## config.mk

```make
export PLATFORM = sky130hd
export DESIGN_NAME = pfg_filter
export DESIGN_NICKNAME = d
export VERILOG_FILES = /design/src/rtl/pfg_pkg.sv /design/src/rtl/pfg_sync.sv /design/src/rtl/pfg_qualify.sv /design/src/rtl/pfg_filter.sv
export SDC_FILE = /design/constraint.sdc
export NUM_CORES = 1
export LEC_CHECK = 0
export CAP_MARGIN = 20
export CORE_MARGIN = 3
export CORE_UTILIZATION = 41
export CTS_CLUSTER_SIZE = 20
export DETAILED_ROUTE_END_ITERATION = 8
export REMOVE_ABC_BUFFERS = 1
export SKIP_CTS_REPAIR_TIMING = 1
export SYNTH_ARGS = -nofsm -noshare
export SYNTH_HDL_FRONTEND = slang
export SYNTH_SLANG_ARGS = --single-unit
export TNS_END_PERCENT = 10
```

## constraint.sdc

```tcl
create_clock -name clk -period 1.7 [get_ports clk]
set_clock_uncertainty 0.15 [all_clocks]
set_input_delay 0.255 -clock clk [delete_from_list [all_inputs] [get_ports clk]]
set_output_delay 0.255 -clock clk [all_outputs]
set_load 0.03 [all_outputs]
```

## src/rtl/pfg_pkg.sv

```systemverilog
package pfg_pkg;

    typedef enum logic {
        LVL_FAIL = 1'b0,
        LVL_GOOD = 1'b1
    } level_e;

    function automatic int max_of(input int a, input int b);
        return (a > b) ? a : b;
    endfunction

    function automatic int min_of(input int a, input int b);
        return (a < b) ? a : b;
    endfunction

endpackage

```

## src/rtl/pfg_sync.sv

```systemverilog
module pfg_sync #(
    parameter int STAGES = 2
) (
    input  logic clk,
    input  logic rst_n,
    input  logic din,
    output logic dout
);
    logic [STAGES-1:0] sh_d;
    logic [STAGES-1:0] sh_q;

    always_comb begin
        sh_d = {sh_q[STAGES-2:0], din};
    end

    always_ff @(posedge clk or negedge rst_n) begin
        if (!rst_n) sh_q <= '0;
        else        sh_q <= sh_d;
    end

    assign dout = sh_q[STAGES-1];
endmodule

```

## src/rtl/pfg_qualify.sv

```systemverilog
module pfg_qualify
    import pfg_pkg::*;
#(
    parameter int RISE_CYC = 1400,
    parameter int FALL_CYC = 4000
) (
    input  logic clk,
    input  logic rst_n,
    input  logic s_in,
    output logic level_out
);
    localparam int MAXC = max_of(RISE_CYC, FALL_CYC);
    localparam int CW   = $clog2(MAXC + 1);
    localparam logic [CW-1:0] RISE_LIM = CW'(RISE_CYC - 1);
    localparam logic [CW-1:0] FALL_LIM = CW'(FALL_CYC - 1);

    typedef struct packed {
        level_e        state;
        logic [CW-1:0] cnt;
    } qual_t;

    qual_t nx_d;
    qual_t cur_q;
    logic [CW-1:0] lim;

    always_comb begin
        nx_d = cur_q;
        lim  = (cur_q.state == LVL_GOOD) ? FALL_LIM : RISE_LIM;
        if (s_in == cur_q.state) begin
            nx_d.cnt = '0;
        end else if (cur_q.cnt == lim) begin
            nx_d.state = level_e'(s_in);
            nx_d.cnt   = '0;
        end else begin
            nx_d.cnt = cur_q.cnt + 1'b1;
        end
    end

    always_ff @(posedge clk or negedge rst_n) begin
        if (!rst_n) begin
            cur_q.state <= LVL_FAIL;
            cur_q.cnt   <= '0;
        end else begin
            cur_q <= nx_d;
        end
    end

    assign level_out = cur_q.state;

    AST_RISE_NEEDS_HIGH: assert property (@(posedge clk) disable iff (!rst_n)
        $rose(level_out) |-> $past(s_in));
    AST_FALL_NEEDS_LOW: assert property (@(posedge clk) disable iff (!rst_n)
        $fell(level_out) |-> !$past(s_in));
    AST_AGREE_HOLDS: assert property (@(posedge clk) disable iff (!rst_n)
        (s_in == level_out) |=> $stable(level_out));
    AST_CNT_RANGE: assert property (@(posedge clk) disable iff (!rst_n)
        cur_q.cnt < CW'(MAXC));
endmodule

```

## src/rtl/pfg_filter.sv

```systemverilog
module pfg_filter
    import pfg_pkg::*;
#(
    parameter int RISE_CYC    = 1400,
    parameter int FALL_CYC    = 4000,
    parameter int SYNC_STAGES = 2
) (
    input  logic clk,
    input  logic rst_n,
    input  logic supply_ok_raw,
    output logic pfail_n
);
    localparam int MIN_DWELL = min_of(RISE_CYC, FALL_CYC);
    localparam int DW        = $clog2(MIN_DWELL + 1);

    logic ok_sync;

    pfg_sync #(.STAGES(SYNC_STAGES)) u_sync (
        .clk   (clk),
        .rst_n (rst_n),
        .din   (supply_ok_raw),
        .dout  (ok_sync)
    );

    pfg_qualify #(.RISE_CYC(RISE_CYC), .FALL_CYC(FALL_CYC)) u_qual (
        .clk       (clk),
        .rst_n     (rst_n),
        .s_in      (ok_sync),
        .level_out (pfail_n)
    );

    // dwell tracking used only by the spacing check below
    logic          prev_d, prev_q;
    logic [DW-1:0] dwell_d, dwell_q;
    logic          changed;

    always_comb begin
        changed = (pfail_n != prev_q);
        prev_d  = pfail_n;
        if (changed)                     dwell_d = DW'(1);
        else if (dwell_q == DW'(MIN_DWELL)) dwell_d = dwell_q;
        else                             dwell_d = dwell_q + 1'b1;
    end

    always_ff @(posedge clk or negedge rst_n) begin
        if (!rst_n) begin
            prev_q  <= 1'b0;
            dwell_q <= '0;
        end else begin
            prev_q  <= prev_d;
            dwell_q <= dwell_d;
        end
    end

    AST_MIN_DWELL: assert property (@(posedge clk) disable iff (!rst_n)
        changed |-> (dwell_q >= DW'(MIN_DWELL)));
    AST_RESET_FAIL: assert property (@(posedge clk)
        !rst_n |-> (pfail_n == 1'b0));
endmodule

```

==> flow_metrics.env <==
export IMPL_status="finished clean"
export IMPL_final_nets=84
export IMPL_period_needed_ns=1.60
export IMPL_grt_pass1_wl_um=2370
export IMPL_wl_per_cell_um=13.5
export IMPL_cts_tree="built"
export IMPL_layout_commonest_cell="dfrtp_1"
export IMPL_rsz0062_at_grt="false"
export IMPL_slew_viol_final=0
export IMPL_cts_buffers=3
export IMPL_vias=536
export IMPL_cp_cell_sequence="ha_4 -> and3_1 -> nand4_1 -> nand2_2 -> a21oi_1"
export IMPL_required_ns=1.71
export IMPL_grt_max_degree=16
export IMPL_worstSetupStartpointType="flop"
export IMPL_ys_warn_count=0
export IMPL_drive_above_1_share_pct=17.7
export IMPL_r2r_start="u_qual.cur_q[0]"
export IMPL_dp_hpwl_um=955
export IMPL_netlist_instances=70
export IMPL_timing_fmax_mhz=624
export IMPL_stdcell_count=103
export IMPL_numPortBuffers=3
export IMPL_pin_count=4
export IMPL_detail_route_antenna_nets=0
export IMPL_core_area_um2=1610
export IMPL_tightestPinTransition_ns=0.313
export IMPL_pre_cts_slack_ns=-0.00470
export IMPL_drt_initial_drc_count=21
export IMPL_final_fill_count=151
export IMPL_drv_cap=0
export IMPL_hp_class="in2async"
export IMPL_clk_latency_ns=0.28
export IMPL_drc=0
export IMPL_slowest_stage="dfrtp_1"
export IMPL_synth_distinct_cells=24
export IMPL_dieArea_um2=2370
export IMPL_setup_violations_final=0
export IMPL_reg2reg_depth=5
export IMPL_max_slew_margin_rel_pct=79.1
export IMPL_critPathBufInv=0
export IMPL_multi_input_comb_area_um2=369
export IMPL_clk_pin_slew_ns=0.09
export IMPL_layout_setup_ws_ns=0.0987
export IMPL_r2r_end="u_qual.cur_q[4]"
export IMPL_regArea_um2=375
export IMPL_die_h_um=48.7
export IMPL_overflow=0
export IMPL_vdd_ir_drop_max_mv=0.570
export IMPL_final_util_pct=53.6
export IMPL_diodes=0
export IMPL_p_leak_nw=0.375
export IMPL_grt_util_all_layers_pct=12.9
export IMPL_rows=14
export IMPL_cp_end_kind="flop"
export IMPL_crit_family="simple AND/OR/NAND/NOR gates"
export IMPL_cp_arrival_ns=1.61
export IMPL_grt_pass1_vias=509
export IMPL_globalplace_congestion=0.797
export IMPL_final_hold_violation_count=0
export IMPL_htreeDepth=1
export IMPL_total_power_uw=610
export IMPL_area_delta_synth_final_pct=15.4
export IMPL_initial_core_util_pct=46.4
export IMPL_syn_avg_cell_area_um2=10.7
export IMPL_firstDrtPassIters=4
export IMPL_ys_seq_elements=15
export IMPL_final_cell_mix="dfrtp_1 (15), a21oi_1 (11), nand3_1 (6), xor2_1 (6)"
export IMPL_dp_cells=99
export IMPL_p_per_area_nw_per_um2=706
export IMPL_cts_sinks=15
export IMPL_r2r_setup_slack_ns=0.1
export IMPL_yosysTopAreaCell="dfrtp_1"
export IMPL_cp_max_fo=11
export IMPL_fin_crit_sh_pct=94.2
export IMPL_hold_ws_ns=0.125
export IMPL_die_x_um=48.7
export IMPL_cts_root_buf="clkbuf_4"
export IMPL_antenna_found_initial=0
export IMPL_critPathMaxStageDelay_ns=0.47
export IMPL_syn_area_um2=748
export IMPL_totalWireLength_um=1390
export IMPL_critical_path_class="reg2reg"
export IMPL_synth_yosys_seq_area_share_pct=50.2
export IMPL_synthTopCellsByArea="dfrtp_1 (50%), a21oi_1 (7.4%), xor2_1 (7.0%), xnor2_1 (4.7%), nand3_1 (4.0%)"
export IMPL_cts_max_path_buffers=2
export IMPL_synth_top_area_share_pct=50.2
export IMPL_via_per_inst=5.20
per-layer routing:
| metal | global-route usage, % | vias up | part of all wire [%] |
|---|---|---|---|
| met4 | 4.27 | 0 | 0.58 |
| met5 | 0 | - | 0 |
| met1 | 19.7 | 253 | 53 |
| met3 | 3.07 | 2 | 3.1 |
| met2 | 17.4 | 13 | 44 |
| li1 | - | 268 | - |
power by group:
part | switching [mW] | internal, mW | leakage (nW)
Sequential | 0.0104 | 0.365 | 0.202
Combinational | 0.0169 | 0.0154 | 0.158
Clock | 0.111 | 0.0910 | 0.0150
Total | 0.139 | 0.471 | 0.375
state kept, by name (all words and copies together), names as in the netlist:
register / cells
u_qual.cur_q: 12
u_sync.sh_q: 2
u_qual.level_out: 1
cell usage after synthesis (all sizes together):
library cell	instances
dfrtp	15
a21oi	11
nand3	6
xor2	6
nand2	4
nand4	4
xnor2	4
and2	2
and3	2
buf	2
nor3	2
o21ai	2
a21bo	1
and2b	1
and4	1
and4bb	1
ha	1
nand2b	1
nor2	1
nor2b	1
nor4	1
o21a	1
worst max-delay path by stage:
stage                                start                to  slack [ns]  depth (start not counted)
after global routing       u_qual.cur_q[0]   u_qual.cur_q[5]       0.006                          5
after CTS                 u_qual.level_out           pfail_n       -0.09                          1
final                      u_qual.cur_q[0]   u_qual.cur_q[4]         0.1                          5
after detailed placement   u_qual.cur_q[0]   u_qual.cur_q[4]      -0.005                          5
after floorplan            u_qual.cur_q[0]   u_qual.cur_q[0]        0.18                          5
after global placement     u_qual.cur_q[0]  u_qual.cur_q[11]        0.03                          5
metrics by stage:
| step | area, µm² | TNS (ns) |
|---|---|---|
| 3_3_place_gp | 820 | 0 |
| 6_report | 863 | 0 |
| 4_1_cts | 846 | -0.202 |
| 5_1_grt | 863 | 0 |
| 3_5_place_dp | 820 | -0.00543 |
| 2_1_floorplan | 729 | 0 |
logic make-up (layout without fill, tap and decap cells):
logic type,after synthesis,in the layout,share of synthesized area [%]
adder cells (fa/ha/maj),1,1,1.67
buffers and inverters,2,11,2.51
XOR/XNOR,10,10,11.7
AND/OR/NAND/NOR,27,27,22.4
flip-flops,15,15,50.2
AO/OA/AOI/OAI,15,15,11.5
final cells by class:
type / instances / share of cell area, %
Sequential cell: 15 / 43.5
Clock buffer: 4 / 3.04
Timing Repair Buffer: 7 / 7.25
Multi-Input combinational cell: 53 / 42.8
Tap cell: 24 / 3.48
(Power assumes the default switching activity.)
